**src/rtl/isq_pkg.sv**
```systemverilog
package isq_pkg;

    // Per-slot bookkeeping of the shift chain.
    // live  : slot takes part in the queue order (entry, cancelled entry or taken hole)
    // inv   : entry was cancelled and will never be delivered
    // taken : head entry already handed out while shifting was frozen
    typedef struct packed {
        logic live;
        logic inv;
        logic taken;
    } isq_flags_t;

    localparam isq_flags_t ISQ_FLAGS_EMPTY = '{live: 1'b0, inv: 1'b0, taken: 1'b0};
    localparam isq_flags_t ISQ_FLAGS_FRESH = '{live: 1'b1, inv: 1'b0, taken: 1'b0};

endpackage

```
**src/rtl/isq_head_logic.sv**
```systemverilog
module isq_head_logic
    import isq_pkg::*;
#(
    parameter int DEPTH = 4
) (
    input  isq_flags_t [DEPTH-1:0] flags_q,
    input  logic                   inv_valid,
    input  logic [DEPTH-1:0]       inv_mask,
    input  logic                   deq_ready,
    input  logic                   allow_shift,
    output isq_flags_t [DEPTH-1:0] flags_m,
    output logic                   deq_valid,
    output logic                   shift
);

    logic head_kill;
    logic deq_fire;

    // A head cancelled now, or earlier, is never offered.
    assign head_kill = flags_q[0].inv | (inv_valid & inv_mask[0]);
    assign deq_valid = flags_q[0].live & ~flags_q[0].taken & ~head_kill;
    assign deq_fire  = deq_valid & deq_ready;

    // The chain advances when its head is gone for any reason and the permit is up.
    assign shift = allow_shift & flags_q[0].live
                 & (flags_q[0].taken | head_kill | deq_fire);

    for (genvar i = 0; i < DEPTH; i++) begin : g_mark
        assign flags_m[i].live = flags_q[i].live;
        assign flags_m[i].inv  = flags_q[i].inv
                               | (inv_valid & inv_mask[i] & flags_q[i].live & ~flags_q[i].taken);
        if (i == 0) begin : g_head
            assign flags_m[i].taken = flags_q[i].taken | deq_fire;
        end else begin : g_body
            assign flags_m[i].taken = flags_q[i].taken;
        end
    end

endmodule

```
**src/rtl/isq_tail_select.sv**
```systemverilog
module isq_tail_select #(
    parameter int DEPTH = 4
) (
    input  logic [DEPTH-1:0] live_s,
    input  logic [DEPTH-1:0] inv_s,
    input  logic             enq_valid,
    output logic             enq_ready,
    output logic [DEPTH-1:0] wr_sel
);

    logic [DEPTH-1:0] at_end;
    logic [DEPTH-1:0] first_free;
    logic             reuse_tail;
    logic             enq_fire;

    // Live slots form a prefix, so the last live slot and the first free slot
    // are each found from a slot and its neighbour.
    for (genvar i = 0; i < DEPTH; i++) begin : g_edge
        if (i == DEPTH - 1) begin : g_top
            assign at_end[i] = live_s[i];
        end else begin : g_mid
            assign at_end[i] = live_s[i] & ~live_s[i+1];
        end
        if (i == 0) begin : g_bot
            assign first_free[i] = ~live_s[i];
        end else begin : g_up
            assign first_free[i] = ~live_s[i] & live_s[i-1];
        end
    end

    assign reuse_tail = |(at_end & inv_s);
    assign enq_ready  = ~live_s[DEPTH-1];
    assign enq_fire   = enq_valid & enq_ready;
    assign wr_sel     = enq_fire ? (reuse_tail ? at_end : first_free) : '0;

endmodule

```
**src/rtl/inval_shift_queue.sv**
```systemverilog
module inval_shift_queue
    import isq_pkg::*;
#(
    parameter int DEPTH = 4,
    parameter int WIDTH = 8
) (
    input  logic             clk,
    input  logic             rst_n,
    input  logic             enq_valid,
    output logic             enq_ready,
    input  logic [WIDTH-1:0] enq_data,
    output logic             deq_valid,
    input  logic             deq_ready,
    output logic [WIDTH-1:0] deq_data,
    input  logic             inv_valid,
    input  logic [DEPTH-1:0] inv_mask,
    input  logic             allow_shift
);

    typedef struct packed {
        isq_flags_t [DEPTH-1:0]            flags;
        logic       [DEPTH-1:0][WIDTH-1:0] data;
    } isq_state_t;

    isq_state_t state_q, state_d;

    isq_flags_t [DEPTH-1:0]            flags_m;
    isq_flags_t [DEPTH-1:0]            flags_s;
    logic       [DEPTH-1:0][WIDTH-1:0] data_s;
    logic       [DEPTH-1:0]            live_s;
    logic       [DEPTH-1:0]            inv_s;
    logic       [DEPTH-1:0]            wr_sel;
    logic                              shift;

    isq_head_logic #(.DEPTH(DEPTH)) u_head (
        .flags_q    (state_q.flags),
        .inv_valid  (inv_valid),
        .inv_mask   (inv_mask),
        .deq_ready  (deq_ready),
        .allow_shift(allow_shift),
        .flags_m    (flags_m),
        .deq_valid  (deq_valid),
        .shift      (shift)
    );

    // Advance the chain by one slot when the head leaves.
    for (genvar i = 0; i < DEPTH; i++) begin : g_shift
        if (i == DEPTH - 1) begin : g_last
            assign flags_s[i] = shift ? ISQ_FLAGS_EMPTY : flags_m[i];
            assign data_s[i]  = state_q.data[i];
        end else begin : g_pass
            assign flags_s[i] = shift ? flags_m[i+1] : flags_m[i];
            assign data_s[i]  = shift ? state_q.data[i+1] : state_q.data[i];
        end
        assign live_s[i] = flags_s[i].live;
        assign inv_s[i]  = flags_s[i].inv;
    end

    isq_tail_select #(.DEPTH(DEPTH)) u_tail (
        .live_s   (live_s),
        .inv_s    (inv_s),
        .enq_valid(enq_valid),
        .enq_ready(enq_ready),
        .wr_sel   (wr_sel)
    );

    always_comb begin
        state_d.flags = flags_s;
        state_d.data  = data_s;
        for (int i = 0; i < DEPTH; i++) begin
            if (wr_sel[i]) begin
                state_d.flags[i] = ISQ_FLAGS_FRESH;
                state_d.data[i]  = enq_data;
            end
        end
    end

    always_ff @(posedge clk) begin
        if (!rst_n) begin
            state_q <= '0;
        end else begin
            state_q <= state_d;
        end
    end

    assign deq_data = state_q.data[0];

endmodule

```
**config.mk**
```make
export PLATFORM = sky130hd
export DESIGN_NAME = inval_shift_queue
export DESIGN_NICKNAME = d
export VERILOG_FILES = /design/src/rtl/isq_pkg.sv /design/src/rtl/isq_head_logic.sv /design/src/rtl/isq_tail_select.sv /design/src/rtl/inval_shift_queue.sv
export SDC_FILE = /design/constraint.sdc
export NUM_CORES = 1
export LEC_CHECK = 0
export ABC_AREA = 1
export BUFFER_PORTS_ARGS = -buffer_cell sky130_fd_sc_hd__buf_4
export CAP_MARGIN = 40
export CORE_MARGIN = 5
export CORE_UTILIZATION = 40
export CTS_CLUSTER_DIAMETER = 60
export DETAILED_ROUTE_END_ITERATION = 6
export GPL_ROUTABILITY_DRIVEN = 0
export PLACE_DENSITY = 0.59
export SKIP_LAST_GASP = 1
export SLEW_MARGIN = 10
export SYNTH_ARGS = -nofsm -noshare
export SYNTH_HDL_FRONTEND = slang
export SYNTH_HIERARCHICAL = 1
export SYNTH_SLANG_ARGS = --single-unit
```
**constraint.sdc**
```tcl
create_clock -name clk -period 3 [get_ports clk]
set_input_delay 0.6 -clock clk [delete_from_list [all_inputs] [get_ports clk]]
set_output_delay 0.6 -clock clk [all_outputs]
set_load 0.05 [all_outputs]
```
Word-level counts from Yosys, hierarchy flattened
Index checks and enable logic that the tools add are counted.

Logic and storage cells: 71. Register bits: 41. Bits of input ports: 18.

Bitwise gates (word level): 34. Multiplexer cells: 16. Reduce and logical (&&, ||, !) cells: 8.

Operator list (count): two-way mux 8 bit (6); two-way mux 3 bit (8); AND 1 bit (18); two-way mux 4 bit (2); OR 1 bit (8); OR reduction 2 bit (4); NOT 1 bit (7); nonzero test 2 bit (3); AND 4 bit (1); OR reduction 4 bit (1).

Longest topological paths before layout
Gate-level depths: netlist of the first run.

Word-level depth: 15. Depth in mapped cells: 20. Mapped depth without buffers: 18.

Hierarchy
Netlist of the first run, hierarchy kept.

By module, submodules not included: inval_shift_queue (times used 1, area an instance 1989.4 um^2, cells an instance 294); isq_head_logic (times used 1, area an instance 158.9 um^2, cells an instance 27); isq_tail_select (times used 1, area an instance 148.9 um^2, cells an instance 30).

Worst setup path after synthesis of the first run
OpenSTA, ideal clock, no wires.

Path type: input to register. Start point: input port inv_valid. End point: register state_q (netlist bit deq_data[5]). Path slack: 215 ps. Buffers on the path: 3. Arrival: 2667 ps. Library setup time: 118 ps. Cell stages on the path: 19. Cells stage by stage: nand2_2 > nand4_1 > a21oi_2 > inv_2 > buf_2 > nand2_1 > inv_1 > inv_2 > nand3_1 > nand2_2 > nor2_4 > inv_2 > nor2_2 > nor2_1 > buf_6 > clkbuf_1 > a21oi_1 > nand2_1 > nor2_1.

RTL lines: start, declared (line inval_shift_queue.sv:15) `input logic inv_valid,`; end signal, assigned (line inval_shift_queue.sv:82) `state_q <= state_d;`; end, declared (line inval_shift_queue.sv:25) `isq_state_t state_q, state_d;`.

==> results.sh, run 1 <==
export IMPL_power_static_leakage_nw=1.311
export IMPL_placed_area_um2=2439
export IMPL_setup_viol=0
export IMPL_comb_power_share=0.245
export IMPL_synthesis_yosys_warnings=6
export IMPL_number_of_synthesized_register_bits=44
export IMPL_internal_power_w=0.0009418
export IMPL_post_cts_resized=0
export IMPL_routed_wl_mm=4.873
export IMPL_clock_tree_buf_depth=2
export IMPL_final_min_clock_period_ps=2565
export IMPL_clk_pin_slew_ps=80
export IMPL_synth_cells=351
export IMPL_final_antenna_net_count=0
export IMPL_clock_insertion_delay_worst_skew_ps=300
export IMPL_cts_tree="yes"
export IMPL_worstReg2RegStart="state_q[34]"
export IMPL_critical_path_slowest_cell="nor2_1"
export IMPL_clk_root_buffer_cell="clkbuf_8"
export IMPL_postCtsSetupBuffers=0
export IMPL_mappedNetlistNets=369
export IMPL_core_area_um2=5540
export IMPL_rsz_0062_raised_after_global_routing="false"
export IMPL_io_pin_count=28
export IMPL_placement_rows=27
export IMPL_ir_drop_mv=0.2122
export IMPL_post_dp_hpwl_mm=3.379
export IMPL_share_of_post_route_cells_with_drive_strength_above_1=0.1616
export IMPL_detailroute_via_count=1973
export IMPL_number_of_buffers_added_to_fix_hold_violations_after_cts=0
export IMPL_crit_path_max_incr_delay_ps=420
export IMPL_criticalPathCategory="in2reg"
export IMPL_critPathMaxFanout=13
export IMPL_drv_cap=0
export IMPL_cp_num_cells=18
export IMPL_worstHoldStart="state_q[41]"
export IMPL_clk_pwr_share=0.279
export IMPL_slew_violations=0
export IMPL_crit_path_cell_trace="buf_4, nand2_2, nand4_1, a21oi_2, buf_4, nand2_1, nand2_1, inv_2, nand3_2, nand2_2, nor2_4, nand2_1, nand2_1, nor2_1, nor2_1, nand2_1, nand2_1, nor2_1"
export IMPL_final_hold_viol_count=0
export IMPL_fin_nets=382
export IMPL_vias_per_cell=4.515
export IMPL_wirelength_met1_mm=2.614
export IMPL_sw_frac_of_total=0.3260
export IMPL_inserted_diodes=0
export IMPL_cpMostUsedCell="nand2_1"
export IMPL_cp_startpoint_kind="primary input"
export IMPL_design_die_area_um2=7358
export IMPL_tightest_slew_ps=517.8
export IMPL_mean_syn_cell_area_um2=6.545
export IMPL_relSlewSlack=0.6535
export IMPL_min_period_over_period=0.8549
export IMPL_power_per_cell_area_nw_per_um2=551.8
export IMPL_fillers=600
export IMPL_clock_sink_count=44
export IMPL_r2r_cells=18
export IMPL_most_common_layout_cells="nand2_1 (89), inv_1 (49), dfxtp_1 (44)"
export IMPL_p_sw_w=0.0004556
export IMPL_fmaxAchievable_mhz=389.9
export IMPL_drt_iter0_markers=81
export IMPL_antenna_violations_before_repair=0
export IMPL_finalClockSkew_ps=6.983
export IMPL_syn2layout_area_growth_pct=10.24
export IMPL_critPathBufInv=3
export IMPL_io_buffers=27
export IMPL_maximum_number_of_pins_on_one_net_before_global_route_repair=26
export IMPL_synth_area_um2=2297
export IMPL_dr_wl_cell_um=11.15
export IMPL_ctsHtreeMaxLevel=2
export IMPL_drcViolationCount=0
export IMPL_most_frequent_standard_cell_in_the_layout_excluding_fill_and_tap_cells="nand2_1"
export IMPL_grt_use_total=0.1376
export IMPL_die_height_um=85.78
export IMPL_required_ps=3190
export IMPL_worst_endpoint_arrival_ps=2760
export IMPL_outcome="finished, final reports clean"
export IMPL_distinct_cell_type_count_after_synthesis=22
export IMPL_drt_pass1_iterations=4
export IMPL_crit_end="state_q[17]"
export IMPL_wire_length_of_the_first_global_routing_pass_mm=8.314
export IMPL_met2_length_mm=2.004
export IMPL_met3_length_um=179
export IMPL_topRoutingLayerUsed="met4"
export IMPL_r2r_setup_slack_ps=460
export IMPL_die_w_um=85.78
export IMPL_start_point_of_the_critical_path="inv_valid"
export IMPL_critical_path_reg2reg_endpoint="state_q[17]"
export IMPL_cts_inserted_buffers=5
export IMPL_grt_overflow_total=0
export IMPL_vias_in_the_first_global_route=1769
export IMPL_fin_setup_tns_ps=0
export IMPL_setup_worst_path_end_class="register"
export IMPL_initial_core_util=0.4146
export IMPL_worstHoldPathType="reg2reg"
export IMPL_cell_area_after_layout_um2=2532
export IMPL_cpLargestDelayFamily="simple AND/OR/NAND/NOR gates"
export IMPL_fraction_of_the_yosys_area_taken_by_sequential_cells=0.3834
export IMPL_pwr_share_seq=0.476
final cells by class:
cell class | count | area (um2) | share of cell area
multi-input combinational | 223 | 998.5 | 0.3943
sequential | 44 | 880.8 | 0.3478
timing repair buffer | 35 | 262.8 | 0.1038
inverter | 55 | 206.4 | 0.08152
tap | 72 | 90.09 | 0.03557
clock buffer | 7 | 86.33 | 0.03409
clock inverter | 1 | 7.507 | 0.002964
per-stage QoR:
step / instances / setup slack [ps] / hold slack, ps / total power, W / util
final: 437 / 435.2 / 453.2 / 0.001397 / 0.4571
after global routing: 437 / 186.4 / 474.0 / 0.001488 / 0.4571
after CTS: 437 / 442.7 / 453.9 / 0.001417 / 0.4571
after detailed placement: 429 / 139.5 / 440.4 / 0.001021 / 0.4402
after global placement: 429 / 232.0 / 437.8 / 0.001018 / 0.4402
after floorplan: 351 / 215.0 / 457.8 / 0.0009573 / -
worst reg2reg max path: stages, from the launching register on:
cell and delay, ps:
dfxtp_1 360, inv_1 60, nor2_2 90, nand4_1 130, a21oi_2 190, buf_4 210, nand2_1 80, nand2_1 150
inv_2 60, nand3_2 60, nand2_2 80, nor2_4 140, nand2_1 70, nand2_1 60, nor2_1 40, nor2_1 420
nand2_1 110, nand2_1 90, nor2_1 40
kinds of logic (layout without fill, tap and decap cells):
kind of cell	after synthesis	count (layout)	share of synthesized area
AOI/OAI and AO/OA	53	53	0.1204
buffers and inverters	84	98	0.1819
DFF	44	44	0.3834
and+or+nand+nor	170	170	0.3143
power groups by stage:
| stage | Clock (W) | Combinational, W | Sequential, W |
|---|---|---|---|
| 5_1_grt | 0.000429 | 0.000386 | 0.000673 |
| 4_1_cts | 0.000408 | 0.000345 | 0.000665 |
| 3_3_place_gp | 0 | 0.000341 | 0.000677 |
| 6_report | 0.000390 | 0.000343 | 0.000665 |
| 2_1_floorplan | 0 | 0.000286 | 0.000671 |
| 3_5_place_dp | 0 | 0.000342 | 0.000679 |
routing by layer:
layer / up-vias / global-route usage
met5: - / 0
met3: 6 / 0.02498
li1: 1094 / -
met4: 0 / 0.04748
met2: 27 / 0.2034
met1: 846 / 0.1995
state kept, by name, summed over array words and instances, names as in the netlist:
register / cells
data_s: 8
deq_data: 8
state_q: 28
synthesized netlist by cell type:
cell type	number	area, um2
nand2_2	4	25.02
nor3_2	1	10.01
dfxtp_1	44	880.8
nand3_1	8	40.04
inv_1	49	183.9
clkbuf_1	2	7.510
inv_2	6	22.52
nor2_2	2	12.51
o21ai_1	2	10.01
buf_6	5	56.30
a21oi_2	1	8.760
nand2_1	89	334.1
nand4_1	1	6.260
buf_2	7	35.03
nand3_2	2	20.02
o21bai_1	3	22.52
a21oi_1	39	195.2
nor2_1	38	142.6
o21ai_0	8	40.04
buf_4	15	112.6
nor3_1	24	120.1
nor2_4	1	11.26
how the worst min path moves through the flow:
stage / endpoint / slack (ps) / depth (start not counted)
2_1_floorplan: state_q[16] / 460 / 2
3_3_place_gp: state_q[41] / 440 / 2
3_5_place_dp: state_q[41] / 440 / 2
4_1_cts: state_q[41] / 450 / 2
5_1_grt: state_q[41] / 470 / 2
6_report: state_q[41] / 450 / 2
Power figures use the tool's default switching activity.
==> run 2: changes to the inputs <==
--- a/config.mk
+++ b/config.mk
@@ -11,9 +11,11 @@
 export CORE_MARGIN = 5
 export CORE_UTILIZATION = 40
 export CTS_CLUSTER_DIAMETER = 60
+export CTS_CLUSTER_SIZE = 10
 export DETAILED_ROUTE_END_ITERATION = 6
 export GPL_ROUTABILITY_DRIVEN = 0
-export PLACE_DENSITY = 0.59
+export PLACE_DENSITY = 0.65
+export SETUP_SLACK_MARGIN = 0.15
 export SKIP_LAST_GASP = 1
 export SLEW_MARGIN = 10
 export SYNTH_ARGS = -nofsm -noshare
==> run 2 against run 1 <==
  * Cell count increased by 0.23%
  * Routed wire length fell by 4.0%
  * Sequential power barely moved
  * Non-clock buffer count up 1
  * Core utilization grew 0.20 points
  * Critical path type unchanged
  * Clock skew increased by 2.3 ps
  * Global-route usage fell by 0.33 points
  * Register-to-register slack better by 90 ps
  * Setup slack improved by 98 ps
==> results.sh, run 2 (synthesis gave the netlist of run 1 again) <==
export IMPL_relSlewSlack=0.6784
export IMPL_most_common_layout_cells="nand2_1 (89), inv_1 (49), dfxtp_1 (44)"
export IMPL_drt_iter0_markers=142
export IMPL_slew_violations=0
export IMPL_outcome="finished, final reports clean"
export IMPL_clk_root_buffer_cell="clkbuf_8"
export IMPL_worst_endpoint_arrival_ps=2660
export IMPL_grt_use_total=0.1342
export IMPL_final_min_clock_period_ps=2467
export IMPL_drt_pass1_iterations=4
export IMPL_io_pin_count=28
export IMPL_critical_path_slowest_cell="nor2_1"
export IMPL_critPathBufInv=3
export IMPL_clock_insertion_delay_worst_skew_ps=300
export IMPL_required_ps=3200
export IMPL_fillers=582
export IMPL_tightest_slew_ps=480.6
export IMPL_fin_setup_tns_ps=0
export IMPL_vias_per_cell=4.548
export IMPL_final_setup_worst_slack_ps=533.3
export IMPL_dp_worst_setup_slack_ps=214.5
export IMPL_core_area_um2=5540
export IMPL_die_height_um=85.78
export IMPL_power_per_cell_area_nw_per_um2=553.1
export IMPL_inserted_diodes=0
export IMPL_placed_area_um2=2446
export IMPL_share_of_post_route_cells_with_drive_strength_above_1=0.1667
export IMPL_io_buffers=27
export IMPL_rsz_0062_raised_after_global_routing="false"
export IMPL_min_period_over_period=0.8222
export IMPL_final_antenna_net_count=0
export IMPL_detailroute_via_count=1992
export IMPL_drv_cap=0
export IMPL_wire_length_of_the_first_global_routing_pass_mm=8.031
export IMPL_p_sw_w=0.0004652
export IMPL_most_frequent_standard_cell_in_the_layout_excluding_fill_and_tap_cells="nand2_1"
export IMPL_cp_startpoint_kind="primary input"
export IMPL_finalClockSkew_ps=9.278
export IMPL_post_cts_resized=0
export IMPL_ctsHtreeMaxLevel=2
export IMPL_placement_rows=27
export IMPL_dr_wl_cell_um=10.68
export IMPL_postCtsSetupBuffers=0
export IMPL_die_w_um=85.78
export IMPL_post_layout_nonfiller_instances=438
export IMPL_crit_path_cell_trace="buf_4, nand2_2, nand4_1, a21oi_2, buf_4, nand2_1, nand2_1, inv_2, nand3_2, nand2_2, nor2_4, nand2_1, nand2_1, nor2_1, nor2_1, nand2_1, nand2_1, nor2_1"
export IMPL_grt_overflow_total=0
export IMPL_post_dp_hpwl_mm=3.268
export IMPL_criticalPathCategory="in2reg"
export IMPL_routed_wl_mm=4.679
export IMPL_power_static_leakage_nw=1.315
export IMPL_vias_in_the_first_global_route=1711
export IMPL_cts_tree="yes"
export IMPL_cell_area_after_layout_um2=2544
export IMPL_number_of_buffers_added_to_fix_hold_violations_after_cts=0
export IMPL_multi_input_combinational_cell_area_um2=998.5
export IMPL_critPathMaxFanout=11
export IMPL_internal_power_w=0.0009418
export IMPL_seqCellArea_um2=880.8
export IMPL_cpMostUsedCell="nand2_1"
export IMPL_comb_power_share=0.243
export IMPL_initial_core_util=0.4146
export IMPL_clock_tree_buf_depth=2
export IMPL_final_hold_viol_count=0
export IMPL_largest_register="state_q"
export IMPL_sw_frac_of_total=0.3307
export IMPL_cpLargestDelayFamily="simple AND/OR/NAND/NOR gates"
export IMPL_largest_reg_flops=28
export IMPL_setup_viol=0
export IMPL_pwr_share_seq=0.472
export IMPL_antenna_violations_before_repair=0
export IMPL_clk_pin_slew_ps=90
export IMPL_worstHoldPathType="reg2reg"
export IMPL_maximum_number_of_pins_on_one_net_before_global_route_repair=26
export IMPL_fmaxAchievable_mhz=405.4
export IMPL_fin_nets=383
export IMPL_syn2layout_area_growth_pct=10.73
export IMPL_clk_pwr_share=0.284
export IMPL_placed_cells_incl_taps=430
export IMPL_cts_inserted_buffers=5
export IMPL_setup_worst_path_end_class="register"
export IMPL_clock_sink_count=44
export IMPL_design_die_area_um2=7358
export IMPL_drcViolationCount=0
export IMPL_ir_drop_mv=0.2796
export IMPL_crit_path_max_incr_delay_ps=390
run 2: cell types whose count changed in the layout (fill, tap and decap cells not counted):
cell,before,now
buf_4,35,36
clkbuf_1,1,0
clkinvlp_4,1,2
run 2: path summary, 6_finish.rpt:
| path | depth (start not counted) | start | to | slack, ps |
|---|---|---|---|---|
| max | 18 | inv_valid | state_q[21] | 530 |
| min | 2 | state_q[41] | state_q[41] | 450 |
| max reg2reg | 18 | state_q[34] | state_q[21] | 550 |
| min reg2reg | 2 | state_q[41] | state_q[41] | 450 |
run 2: area by class of cell:
| type | count | share of cell area |
|---|---|---|
| Multi-Input combinational cell | 223 | 0.3925 |
| Inverter | 55 | 0.08116 |
| Clock inverter | 2 | 0.005903 |
| Clock buffer | 6 | 0.03246 |
| Sequential cell | 44 | 0.3463 |
| Timing Repair Buffer | 36 | 0.1062 |
| Tap cell | 72 | 0.03542 |
run 2: per-layer routing:
metal | routed length (um) | track usage | vias up
met3 | 273 | 0.03554 | 8
li1 | - | - | 1097
met1 | 2462 | 0.1980 | 846
met4 | 70 | 0.05180 | 0
met5 | 0 | 0 | -
met2 | 1872 | 0.1836 | 41
run 2: power by group through the flow:
| stage | registers [W] | clock network, W | logic [W] |
|---|---|---|---|
| after floorplan | 0.000671 | 0 | 0.000286 |
| after global placement | 0.000678 | 0 | 0.000338 |
| after detailed placement | 0.000678 | 0 | 0.000340 |
| after CTS | 0.000665 | 0.000410 | 0.000343 |
| after global routing | 0.000673 | 0.000433 | 0.000383 |
| final | 0.000665 | 0.000400 | 0.000342 |
run 2: worst reg2reg max path: cells and delay by family, from the launching register on:
kind | cells | cell delay (ps)
flops | 1 | 370
compound gates | 1 | 180
buf+inv | 3 | 320
simple gates | 14 | 1460
run 2: per-stage QoR:
stage,hold WS [ps],util,total power [W]
CTS,448.6,0.4591,0.001418
global placement,436.8,0.4415,0.001016
finish,447.5,0.4591,0.001407
global route,462.6,0.4591,0.001489
floorplan,457.8,-,0.0009573
detailed placement,436.0,0.4415,0.001019
==> run 3: changes to the inputs <==
--- a/config.mk
+++ b/config.mk
@@ -5,7 +5,7 @@
 export SDC_FILE = /design/constraint.sdc
 export NUM_CORES = 1
 export LEC_CHECK = 0
-export ABC_AREA = 1
+export ABC_AREA = 0
 export BUFFER_PORTS_ARGS = -buffer_cell sky130_fd_sc_hd__buf_4
 export CAP_MARGIN = 40
 export CORE_MARGIN = 5
@@ -14,7 +14,7 @@
 export CTS_CLUSTER_SIZE = 10
 export DETAILED_ROUTE_END_ITERATION = 6
 export GPL_ROUTABILITY_DRIVEN = 0
-export PLACE_DENSITY = 0.65
+export PLACE_DENSITY = 0.67
 export SETUP_SLACK_MARGIN = 0.15
 export SKIP_LAST_GASP = 1
 export SLEW_MARGIN = 10
==> constraint.sdc (replaced) <==
create_clock -name clk -period 2 [get_ports clk]
set_input_delay 0.4 -clock clk [delete_from_list [all_inputs] [get_ports clk]]
set_output_delay 0.4 -clock clk [all_outputs]
set_load 0.05 [all_outputs]
==> run 3 against run 2 <==
  * The run now ends with setup timing left
  * Global-route usage increased by 0.21 points
  * Combinational power rose by 62%
  * Non-clock buffer count up 26
  * Critical endpoint is now deq_data[2]
  * Largest power group unchanged
  * Highest routed layer unchanged
==> results.sh, run 3 <==
export IMPL_tightest_slew_ps=462.0
export IMPL_maximum_number_of_pins_on_one_net_before_global_route_repair=42
export IMPL_distinct_cell_type_count_after_synthesis=28
export IMPL_critPathMaxFanout=14
export IMPL_netlist_top_cell_by_area="dfxtp_1"
export IMPL_wire_length_of_the_first_global_routing_pass_mm=8.155
export IMPL_final_antenna_net_count=0
export IMPL_p_sw_w=0.0005933
export IMPL_drv_cap=0
export IMPL_crit_path_cell_trace="a21o_1, o311a_4, mux2_4, nor2b_4, a221oi_4, buf_12, mux2i_4, buf_12, nand2b_1, o211a_1"
export IMPL_cpLargestDelayFamily="compound AO/OA/AOI/OAI gates"
export IMPL_clock_insertion_delay_worst_skew_ps=290
export IMPL_antenna_violations_before_repair=0
export IMPL_final_setup_worst_slack_ps=-524.9
export IMPL_final_min_clock_period_ps=2525
export IMPL_synth_cells=214
export IMPL_async_flop_share=0
export IMPL_netlist_top_cells_count="dfxtp_1 (44), nand2b_1 (28), mux2_4 (24), o211a_1 (24), buf_4 (15)"
export IMPL_seqCellArea_um2=880.8
export IMPL_clk_root_buffer_cell="clkbuf_8"
export IMPL_clk_pin_slew_ps=80
export IMPL_largest_register="state_q"
export IMPL_synthesis_yosys_warnings=6
export IMPL_sw_frac_of_total=0.2707
export IMPL_ctsHtreeMaxLevel=2
export IMPL_synth_main_ff_cell="dfxtp_1"
export IMPL_most_common_layout_cells="buf_4 (50), dfxtp_1 (44), nand2b_1 (25)"
export IMPL_cell_area_after_layout_um2=3040
export IMPL_vias_per_cell=4.940
export IMPL_most_frequent_standard_cell_in_the_layout_excluding_fill_and_tap_cells="buf_4"
export IMPL_criticalPathCategory="reg2reg"
export IMPL_pwr_share_seq=0.439
export IMPL_number_of_buffers_added_to_fix_hold_violations_after_cts=0
export IMPL_crit_path_max_incr_delay_ps=360
export IMPL_number_of_synthesized_register_bits=44
export IMPL_clock_tree_buf_depth=2
export IMPL_design_die_area_um2=7634
export IMPL_synth_area_leaders="dfxtp_1 (37%), mux2_4 (15%), o211a_1 (10%)"
export IMPL_fmaxAchievable_mhz=396.1
export IMPL_core_area_um2=5886
export IMPL_cp_startpoint_kind="register"
export IMPL_multi_input_combinational_cell_area_um2=1409
export IMPL_fraction_of_the_yosys_area_taken_by_sequential_cells=0.3678
export IMPL_cpMostUsedCell="buf_12"
export IMPL_min_period_over_period=1.262
export IMPL_io_buffers=27
export IMPL_drt_pass1_iterations=4
export IMPL_clock_sink_count=44
export IMPL_placed_area_um2=2773
export IMPL_design_power_total_w=0.002192
export IMPL_slew_violations=0
export IMPL_finalClockSkew_ps=3.608
export IMPL_required_ps=2190
export IMPL_largest_reg_flops=28
export IMPL_inserted_diodes=0
export IMPL_io_pin_count=28
export IMPL_die_height_um=87.38
export IMPL_routed_wl_mm=4.897
export IMPL_internal_power_w=0.001598
export IMPL_synth_area_um2=2395
export IMPL_initial_core_util=0.4069
export IMPL_dr_wl_cell_um=14.71
export IMPL_final_hold_viol_count=0
export IMPL_critPathBufInv=2
export IMPL_syn2layout_area_growth_pct=26.96
export IMPL_drt_iter0_markers=59
export IMPL_clk_pwr_share=0.307
export IMPL_placement_rows=28
export IMPL_power_static_leakage_nw=1.495
export IMPL_fin_setup_tns_ps=-21380
export IMPL_worst_endpoint_arrival_ps=2710
export IMPL_drcViolationCount=0
export IMPL_comb_power_share=0.253
export IMPL_post_dp_hpwl_mm=3.321
export IMPL_worstHoldPathType="in2reg"
export IMPL_yosys_area_top_type_share=0.3678
export IMPL_share_of_post_route_cells_with_drive_strength_above_1=0.4651
export IMPL_synth_most_common_cell="dfxtp_1"
export IMPL_grt_overflow_total=0
export IMPL_violations="setup timing"
export IMPL_synth_edff_count=0
export IMPL_setup_worst_path_end_class="register"
export IMPL_vias_in_the_first_global_route=1686
export IMPL_cts_tree="yes"
export IMPL_mappedNetlistNets=232
export IMPL_outcome="finished, violations left"
export IMPL_cts_inserted_buffers=5
export IMPL_die_w_um=87.38
export IMPL_setup_viol=45
export IMPL_fin_nets=275
export IMPL_mean_syn_cell_area_um2=11.19
export IMPL_detailroute_via_count=1645
export IMPL_power_per_cell_area_nw_per_um2=720.9
export IMPL_rsz_0062_raised_after_global_routing="true"
export IMPL_relSlewSlack=0.6920
export IMPL_critical_path_slowest_cell="o311a_4"
export IMPL_fillers=534
export IMPL_grt_use_total=0.1363
export IMPL_ir_drop_mv=0.4936
-- run 3: cell types whose count changed after synthesis, sizes merged, moves of 8 or more --
cell / change
nand2b: +28
inv: -50
o21ai: -8
a21oi: -40
nor2b: +15
nor2: -38
nand3: -10
mux2i: +14
mux2: +30
o211a: +24
nand2: -87
nor3: -25
-- run 3: path summary, 6_finish.rpt --
kind | to | slack (ps) | cells past startpoint | start
max | deq_data[2] | -520 | 10 | state_q[33]
min | data_s[28] | 390 | 3 | enq_data[4]
max reg2reg | deq_data[2] | -520 | 10 | state_q[33]
min reg2reg | data_s[26] | 530 | 2 | data_s[26]
-- run 3: per-layer routing --
metal | global-route usage | vias to the layer above | routed length (um)
li1 | - | 834 | -
met1 | 0.1772 | 780 | 2296
met2 | 0.2267 | 27 | 2377
met3 | 0.03217 | 4 | 184
met4 | 0.03347 | 0 | 39
met5 | 0 | - | 0
-- run 3: logic make-up after synthesis --
family	synth area share
AO/OA/AOI/OAI	0.1541
buffers and inverters	0.09561
flip-flops	0.3678
multiplexers	0.2372
AND/OR/NAND/NOR	0.1452
-- run 3: timing repair --
action / 4_1_cts / 5_1_grt
cloned: 2 / 0
setup endpoints to repair: 45 / 46
setup buffers: 5 / 1
resized for setup: 15 / 4
pin swaps: 1 / 0
-- run 3: stage by stage --
stage | utilization | instances | setup slack, ps | hold slack, ps
5_1_grt | 0.5166 | 333 | -628.6 | 386.0
4_1_cts | 0.5106 | 332 | -513.0 | 378.0
3_3_place_gp | 0.4711 | 317 | -786.9 | 495.8
2_1_floorplan | - | 214 | -948.8 | 476.6
6_report | 0.5166 | 333 | -524.9 | 389.7
3_5_place_dp | 0.4711 | 317 | -847.9 | 503.7
-- run 3: cell type report --
type | count | area share
sequential | 44 | 0.2897
inverter | 5 | 0.006173
timing repair buffer | 62 | 0.1745
clock buffer | 6 | 0.02387
multi-input combinational | 139 | 0.4634
clock inverter | 2 | 0.01152
tap | 75 | 0.03086
-- run 3: power groups by stage --
stage               Clock [W]  Sequential (W)  Combinational, W
detailed placement          0        0.000983          0.000517
CTS                  0.000693        0.000964          0.000550
floorplan                   0        0.000975          0.000408
global placement            0        0.000981          0.000510
finish               0.000674        0.000963          0.000555
global route         0.000738        0.000972          0.000592
-- run 3: tightest hold or removal path, stage by stage --
cell and delay, ps:
buf_4 90, mux2i_1 60, nor2b_1 90
